File: src/rtl/arbpt_pkg.sv
package arbpt_pkg;

  // Kind of the beat presented with beatValid
  typedef enum logic [1:0] {
    BK_SINGLE = 2'b00,
    BK_FIXED  = 2'b01,
    BK_UNDEF  = 2'b10,
    BK_RSVD   = 2'b11
  } burstKind_t;

  // Strobes from control to datapath
  typedef struct packed {
    logic clear;          // port not held: wipe count and flag
    logic advance;        // an accepted beat while port held
    logic openCandidate;  // that beat may open arbitration
    logic limitValid;     // a real limit is selected
  } ctrlStrobes_t;

endpackage

File: src/rtl/arbpt_ctrl.sv
module arbpt_ctrl
  import arbpt_pkg::*;
#(
  parameter int CFG_W     = 3,
  parameter int BASE_LOG2 = 2,
  parameter int NUM_CODES = 3,
  parameter int CNT_W     = BASE_LOG2 + NUM_CODES
) (
  input  logic             holdsPort,
  input  logic             beatValid,
  input  burstKind_t       burstKind,
  input  logic [CFG_W-1:0] cfgCode,
  output ctrlStrobes_t     strobes,
  output logic [CNT_W-1:0] beatLimit
);

  // Code i (1..NUM_CODES) selects 2**(BASE_LOG2+i-1) beats; all else none
  always_comb begin
    beatLimit = '0;
    for (int i = 1; i <= NUM_CODES; i++) begin
      if (cfgCode == CFG_W'(i)) begin
        beatLimit = CNT_W'(1) << (BASE_LOG2 + i - 1);
      end
    end
  end

  logic undefBeat;
  logic haveLimit;

  assign undefBeat = (burstKind == BK_UNDEF);
  assign haveLimit = (beatLimit != '0);

  always_comb begin
    strobes.clear         = !holdsPort;
    strobes.advance       = holdsPort && beatValid;
    strobes.openCandidate = undefBeat && haveLimit;
    strobes.limitValid    = haveLimit;
  end

endmodule

File: src/rtl/arbpt_dp.sv
module arbpt_dp
  import arbpt_pkg::*;
#(
  parameter int CNT_W = 5
) (
  input  logic             clk,
  input  logic             rst_n,
  input  ctrlStrobes_t     strobes,
  input  logic [CNT_W-1:0] beatLimit,
  output logic [CNT_W-1:0] beatCount,
  output logic             openFlag
);

  logic [CNT_W-1:0] countCap;
  logic [CNT_W-1:0] countNext;
  logic             reachNext;

  // Saturate at the limit, or at all-ones when no limit applies
  assign countCap  = strobes.limitValid ? beatLimit : '1;
  assign countNext = (beatCount >= countCap) ? countCap : beatCount + CNT_W'(1);
  assign reachNext = strobes.openCandidate && (countNext >= beatLimit);

  always_ff @(posedge clk) begin
    if (!rst_n || strobes.clear) begin
      beatCount <= '0;
      openFlag  <= 1'b0;
    end else if (strobes.advance) begin
      beatCount <= countNext;
      openFlag  <= reachNext;
    end
  end

endmodule

File: src/rtl/arbpt_tracker.sv
module arbpt_tracker
  import arbpt_pkg::*;
#(
  parameter int CFG_W     = 3,
  parameter int BASE_LOG2 = 2,
  parameter int NUM_CODES = 3
) (
  input  logic             clk,
  input  logic             rst_n,
  input  logic             holdsPort,
  input  logic             beatValid,
  input  logic [1:0]       burstKind,
  input  logic [CFG_W-1:0] cfgCode,
  output logic             openFlag
);

  localparam int CNT_W = BASE_LOG2 + NUM_CODES;

  ctrlStrobes_t     strobes;
  logic [CNT_W-1:0] beatLimit;
  logic [CNT_W-1:0] beatCount;
  burstKind_t       kindTyped;

  assign kindTyped = burstKind_t'(burstKind);

  arbpt_ctrl #(
    .CFG_W    (CFG_W),
    .BASE_LOG2(BASE_LOG2),
    .NUM_CODES(NUM_CODES),
    .CNT_W    (CNT_W)
  ) u_ctrl (
    .holdsPort(holdsPort),
    .beatValid(beatValid),
    .burstKind(kindTyped),
    .cfgCode  (cfgCode),
    .strobes  (strobes),
    .beatLimit(beatLimit)
  );

  arbpt_dp #(
    .CNT_W(CNT_W)
  ) u_dp (
    .clk      (clk),
    .rst_n    (rst_n),
    .strobes  (strobes),
    .beatLimit(beatLimit),
    .beatCount(beatCount),
    .openFlag (openFlag)
  );

endmodule

File: config.mk
export PLATFORM = sky130hd
export DESIGN_NAME = arbpt_tracker
export DESIGN_NICKNAME = d
export VERILOG_FILES = /design/src/rtl/arbpt_pkg.sv /design/src/rtl/arbpt_ctrl.sv /design/src/rtl/arbpt_dp.sv /design/src/rtl/arbpt_tracker.sv
export SDC_FILE = /design/constraint.sdc
export NUM_CORES = 1
export LEC_CHECK = 0
export BUFFER_PORTS_ARGS = -buffer_cell sky130_fd_sc_hd__buf_2
export CAP_MARGIN = 20
export CORE_MARGIN = 5
export CORE_UTILIZATION = 30
export DETAILED_ROUTE_END_ITERATION = 10
export GPL_ROUTABILITY_DRIVEN = 1
export PLACE_DENSITY = 0.56
export SYNTH_ARGS = -nofsm -noshare
export SYNTH_HDL_FRONTEND = slang
export SYNTH_HIERARCHICAL = 1
export SYNTH_SLANG_ARGS = --single-unit
export TNS_END_PERCENT = 100
File: constraint.sdc
create_clock -name clk -period 3.07 [get_ports clk]
set_clock_uncertainty 0.15 [all_clocks]
set_input_delay 0.4605 -clock clk [delete_from_list [all_inputs] [get_ports clk]]
set_output_delay 0.4605 -clock clk [all_outputs]
set_load 0.02 [all_outputs]
---- After elaboration in Yosys (flattened, before gate mapping) ----
Cells that the tools add are included.
cells by class
  $add $sub $neg .......................... 1
  multiply operators ...................... 0
  divide/modulo/power cells ............... 0
  magnitude comparators ................... 2
  equality and inequality tests ........... 4
  shifts and indexed selects .............. 0
  multiplexer cells ....................... 5
  bitwise logic cells ..................... 0
  reductions and logical operators ........ 7
operators by type and width
  operator                                                               count
  5-bit two-way mux                                                      3
  5-bit greater-or-equal comparator                                      2
  3-bit by 2-bit equality test with 1-bit output, second input constant  2
  5-bit by 1-bit adder with 5-bit output, second input constant          1
  5-bit nonzero test                                                     1
  4-bit two-way mux                                                      1
  3-bit by 1-bit equality test with 1-bit output, second input constant  1
  1-bit logical AND                                                      3
  3-bit two-way mux                                                      1
  2-bit equality test, second input constant                             1
  1-bit logical NOT                                                      2
  1-bit logical OR                                                       1
storage, ports and cells
  bits in registers ....................... 6
  latch bits .............................. 0
  memory bits (writable) .................. 0
  bits in read-only memories .............. 0
  input bits .............................. 9
  output and inout bits ................... 1
  word-level logic and storage cells ...... 21
  memories kept ........................... 0

---- Logic depth before layout (Yosys ltp) ----
  depth in word-level cells ............... 10
  depth in mapped cells ................... 17
  depth with buffers taken out ............ 16

---- By module ----
Netlist, hierarchy kept.
by module, submodules not included
  module      instances  cells each  area each (µm²)
  arbpt_dp    1          90          671.9
  arbpt_ctrl  1          12          83.8

---- Worst setup path before layout ----
Ideal clock, no wire load.
  path type ............................... in2reg
  from .................................... input cfgCode[1]
  to ...................................... register u_dp.openFlag
  setup time .............................. 0.070 ns
  arrival ................................. 2.847 ns
  path slack .............................. 0.003 ns
  stages .................................. 16
  path buffers ............................ 2
  cells stage by stage .................... nor2_1 nor2_1 buf_4 nand2_1 inv_1 ha_1 a21o_1 a31oi_2 o21ai_2 clkbuf_1 o31a_1 ha_1 nand2_1 o31ai_1 nand3_1 a21oi_1
on the way
  word-level cells in the longest chain between the ends .. 10
  elaborated cells on any way between the ends .. 13
  those cells by class .................... order compare: 2; eq/ne: 3; mux: 5; reduce/logical: 3
ends and longest elaborated chain
  element                                         line                 RTL
  start, declared                                 arbpt_tracker.sv:13  input logic [CFG_W-1:0] cfgCode,
  3-bit by 1-bit equality test with 1-bit output  arbpt_ctrl.sv:21     if (cfgCode == CFG_W'(i)) begin
  3-bit two-way mux                               arbpt_ctrl.sv:21
  4-bit two-way mux                               arbpt_ctrl.sv:21
  5-bit two-way mux (*)                           arbpt_ctrl.sv:21
  5-bit nonzero test (*)                          arbpt_ctrl.sv:31     assign haveLimit = (beatLimit != '0);
  net u_ctrl.haveLimit                            arbpt_ctrl.sv:28     logic haveLimit;
  5-bit two-way mux (*)                           arbpt_dp.sv:19       assign countCap = strobes.limitValid ? beatLimit : '1;
  5-bit greater-or-equal comparator               arbpt_dp.sv:20       assign countNext = (beatCount >= countCap) ? countCap : beatCount + CNT_W'(1);
  5-bit two-way mux (*)                           arbpt_dp.sv:20
  net u_dp.countNext[3]                           arbpt_dp.sv:15       logic [CNT_W-1:0] countNext;
  5-bit greater-or-equal comparator (*)           arbpt_dp.sv:21       assign reachNext = strobes.openCandidate && (countNext >= beatLimit);
  1-bit logical AND (*)                           arbpt_dp.sv:21
  end signal, assigned                            arbpt_dp.sv:29       openFlag <= reachNext;
  end, declared                                   arbpt_dp.sv:11       output logic openFlag
Mark *: on every way through the listed nets, which the timed path passes. The rest lies on a longest branch.
A chain may end at the register's enable or synchronous reset.

---- Final worst setup path ----
  from .................................... input cfgCode[2]
  to ...................................... register u_dp.openFlag
on the way
  elaborated cells on any way between the ends .. 13
  those cells by class .................... order compare: 2; eq/ne: 3; mux: 5; reduce/logical: 3
RTL lines
  element                                             line                 RTL
  3-bit by 2-bit equality test with 1-bit output (*)  arbpt_ctrl.sv:21
  5-bit two-way mux (*)                               arbpt_ctrl.sv:21
  net beatLimit[4]                                    arbpt_tracker.sv:20  logic [CNT_W-1:0] beatLimit;
  5-bit nonzero test                                  arbpt_ctrl.sv:31
  5-bit two-way mux (*)                               arbpt_dp.sv:19
  5-bit greater-or-equal comparator                   arbpt_dp.sv:20
  5-bit two-way mux (*)                               arbpt_dp.sv:20
  net u_dp.countNext[3]                               arbpt_dp.sv:15
  5-bit greater-or-equal comparator (*)               arbpt_dp.sv:21
  1-bit logical AND (*)                               arbpt_dp.sv:21
Marked as above.

==> run_results.csv <==
group,metric,value,unit
worst_setup_path,r2r_end,"u_dp/openFlag",
sta,finalCriticalPeriod,2.92,ns
cts,htreeDepth,1,
placement,dp_hpwl,1400,um
worst_setup_path,r2r_start,"u_dp/beatCount[0]",
synthesis,ys_warn_count,6,
pwr,ir_drop,0.200,mV
global_routing,antenna_found_initial,0,
worst_setup_path,critPathCaptureType,"flip-flop",
die,die_y,60.2,um
worst_setup_path,critical_path_class,"input pin to flip-flop",
worst_setup_path,cp-endpoint,"u_dp/openFlag",
cells_and_area,drive_gt1_share,36.4,%
drt,vias_per_cell,5.02,
drt,ant_nets,0,
cells_and_area,mostFrequentLayoutCells,"buf_4 (22), buf_2 (9), ha_1 (9)",
sta,setup_tns,0,ns
worst_setup_path,start_kind,"input pin",
worst_setup_path,cp_num_cells,17,
cts,worstSkewPairLatency,0.24,ns
placement,gp_congestion,0.789,
synthesis,yosys-top-cells-area,"ha_1 (18%), dfxtp_1 (16%), nand2b_1 (5.0%)",
cts,cts_hold_buffers,0,
placement,post-place-ws,-0.247,ns
global_routing,grt_overflow,0,
sta,fin_ws,0.149,ns
cells_and_area,nNetsFinal,154,
pwr,power_leakage,0.485,nW
global_routing,grt_pass1_vias,737,
worst_setup_path,crit_fanout,5,
global_routing,track_usage,10.5,%
worst_setup_path,critPathBufInv,5,
drt,wire_per_inst,11.7,um
worst_setup_path,cp_top_family,"compound AO/OA/AOI/OAI gates",
die,die_w,60.2,um
synthesis,netlist_instances,102,
drt,drc_errors,0,
die,num_rows,18,
worst_setup_path,worstPathArrival,2.94,ns
sta,slew_headroom,66.0,%
sta,hold_ws,0.330,ns
worst_setup_path,r2r_slack,0.37,ns
sta,tightest_slew,0.510,ns
worst_setup_path,slowest_stage,"ha_4",
sta,setup_violations,0,
synthesis,synth_top_area_cell,"ha_1",
synthesis,synth_top_area_share,18.2,%
worst_setup_path,cp_cell_sequence,"buf_2 > buf_4 > and3b_2 > inv_1 > nand2_1 > inv_1 > ha_4 > nand2_2 > o21ai_4 > buf_4 > nand2_1 > o31a_1 > ha_1 > nand2_1 > o31ai_1 > nand3_1 > a21oi_2",
run,cap_viol_max_count,0,
cts,cts_tree,"yes",
worst_setup_path,reg2reg_depth,11,
synthesis,synth_area_per_cell,7.41,um2
pwr,power_density,202,nW/um2
die,coreArea,2430,um2
worst_hold_path,min_path_type,"flip-flop to flip-flop",
worst_setup_path,critPathRequiredTime,3.09,ns
sta,max_freq,342,MHz
synthesis,syn-cell-area,756,um2
placement,io_buffer_count,9,
sta,maxSlewViolCount,0,
cells_and_area,fin_cells,162,
sta,hold_viol,0,
drt,first_iter_violations,19,
die,ios,10,
worst_hold_path,holdPathStages,2,
cts,root_buffer,"clkbuf_4",
cts,cts_buffer_depth,2,
worst_setup_path,cp_common_cell,"nand2_1",
cells_and_area,diodes,0,
global_routing,grt_pass1_wl,2930,um
drt,drt_first_pass_iters,8,
synthesis,ys_seq_elements,6,
drt,wl,1890,um
synthesis,seq_area_frac_synth,15.9,%
worst_setup_path,crit_path_start,"cfgCode[2]",
run_status,status,"finished clean",
cells_and_area,area_growth,44.0,%
die,start_util,31.1,%
sta,timing.final.crit_share,95.1,%
worst_setup_path,critPathMaxStageDelay,0.29,ns
synthesis,yosysUniqueCellTypes,36,
drt,num_vias,814,
cells_and_area,fillCellCount,240,
die,dieArea,3620,um2
placement,place_inst,156,
global_routing,grt_max_degree,18,
cts,cts.sinks,6,
cts,cts_buffers,3,
cts,clkTransAtPathRegs,0.04,ns
cells_and_area,mostFrequentLayoutCell,"buf_4",
worst min-delay path by stage:
stage	startpoint	end	slack [ns]
after global routing	u_dp/openFlag	u_dp/openFlag	0.38
after global placement	u_dp/openFlag	u_dp/openFlag	0.31
final	u_dp/openFlag	u_dp/openFlag	0.33
after floorplan	u_dp/beatCount[0]	u_dp/beatCount[0]	0.35
after detailed placement	u_dp/openFlag	u_dp/openFlag	0.31
after CTS	u_dp/openFlag	u_dp/openFlag	0.32
kinds of logic after synthesis:
| kind of cell | after synthesis | synth area share, % |
|---|---|---|
| flops | 6 | 15.9 |
| compound gates | 20 | 17.4 |
| simple gates | 48 | 37.3 |
| fa+ha+maj | 11 | 18.2 |
| xor+xnor | 2 | 2.32 |
| other cells | 1 | 0.496 |
| buf+inv | 14 | 8.44 |
cell type report:
| cell class | count | area, um2 | area share, % |
|---|---|---|---|
| sequential | 6 | 120 | 11.0 |
| timing repair buffer | 31 | 210 | 19.3 |
| clock buffer | 3 | 22.5 | 2.07 |
| multi-input combinational | 84 | 668 | 61.4 |
| tap | 30 | 37.5 | 3.45 |
| inverter | 8 | 30.0 | 2.76 |
Yosys cell counts, drive strengths merged:
master	number
inv	8
and3b	1
a21o	1
and3	1
a211oi	1
clkbuf	3
xnor2	1
nor4	1
nor4b	2
or3	1
nor3b	4
or4b	1
nand4b	1
nor2b	4
o21a	1
conb	1
nand2b	6
o31ai	1
buf	3
xor2	1
ha	11
nor2	8
nand3b	2
nand2	8
and2	2
a31oi	6
o21ai	3
o31a	1
a21oi	6
nor3	2
nand3	4
dfxtp	6
sequential cells by signal, indices dropped and copies added, names as in the netlist:
signal / count
u_dp/beatCount: 5
u_dp/openFlag: 1
worst reg2reg max path, cell delays in order, from the launching register on:
cell and delay, ns:
dfxtp_1 0.41, inv_1 0.07, ha_1 0.28, nand2b_1 0.17
a31oi_4 0.28, o21ai_4 0.09, o31a_1 0.31, ha_1 0.28
nand2_1 0.05, o31ai_1 0.23, nand3_1 0.15, a21oi_2 0.16
routing by layer:
| layer | global-route usage [%] | up-vias | wire [um] |
|---|---|---|---|
| li1 | - | 422 | - |
| met1 | 11.7 | 377 | 803 |
| met2 | 19.1 | 13 | 1030 |
| met3 | 2.59 | 2 | 43 |
| met4 | 3.16 | 0 | 17 |
| met5 | 0 | - | 0 |
repair_timing:
action                                  in CTS  in global routing
endpoints found under the setup margin       0                  1
setup buffers                                0                  2
endpoints found under the hold margin        0                  0
resized for setup                            0                 14
where the power goes:
part,switching [mW],internal (mW)
clock,0.0277,0.0442
sequential,0.000861,0.0788
combinational,0.0329,0.0350
total,0.0615,0.158
through the flow:
step / power (mW) / area, um2 / utilization (%)
after floorplan: 0.113 / 759 / -
after global placement: 0.137 / 958 / 39.4
after detailed placement: 0.139 / 958 / 39.4
after CTS: 0.212 / 981 / 40.3
after global routing: 0.235 / 1090 / 44.8
final: 0.219 / 1090 / 44.8
Note: power is estimated with default switching activity, not from simulation.
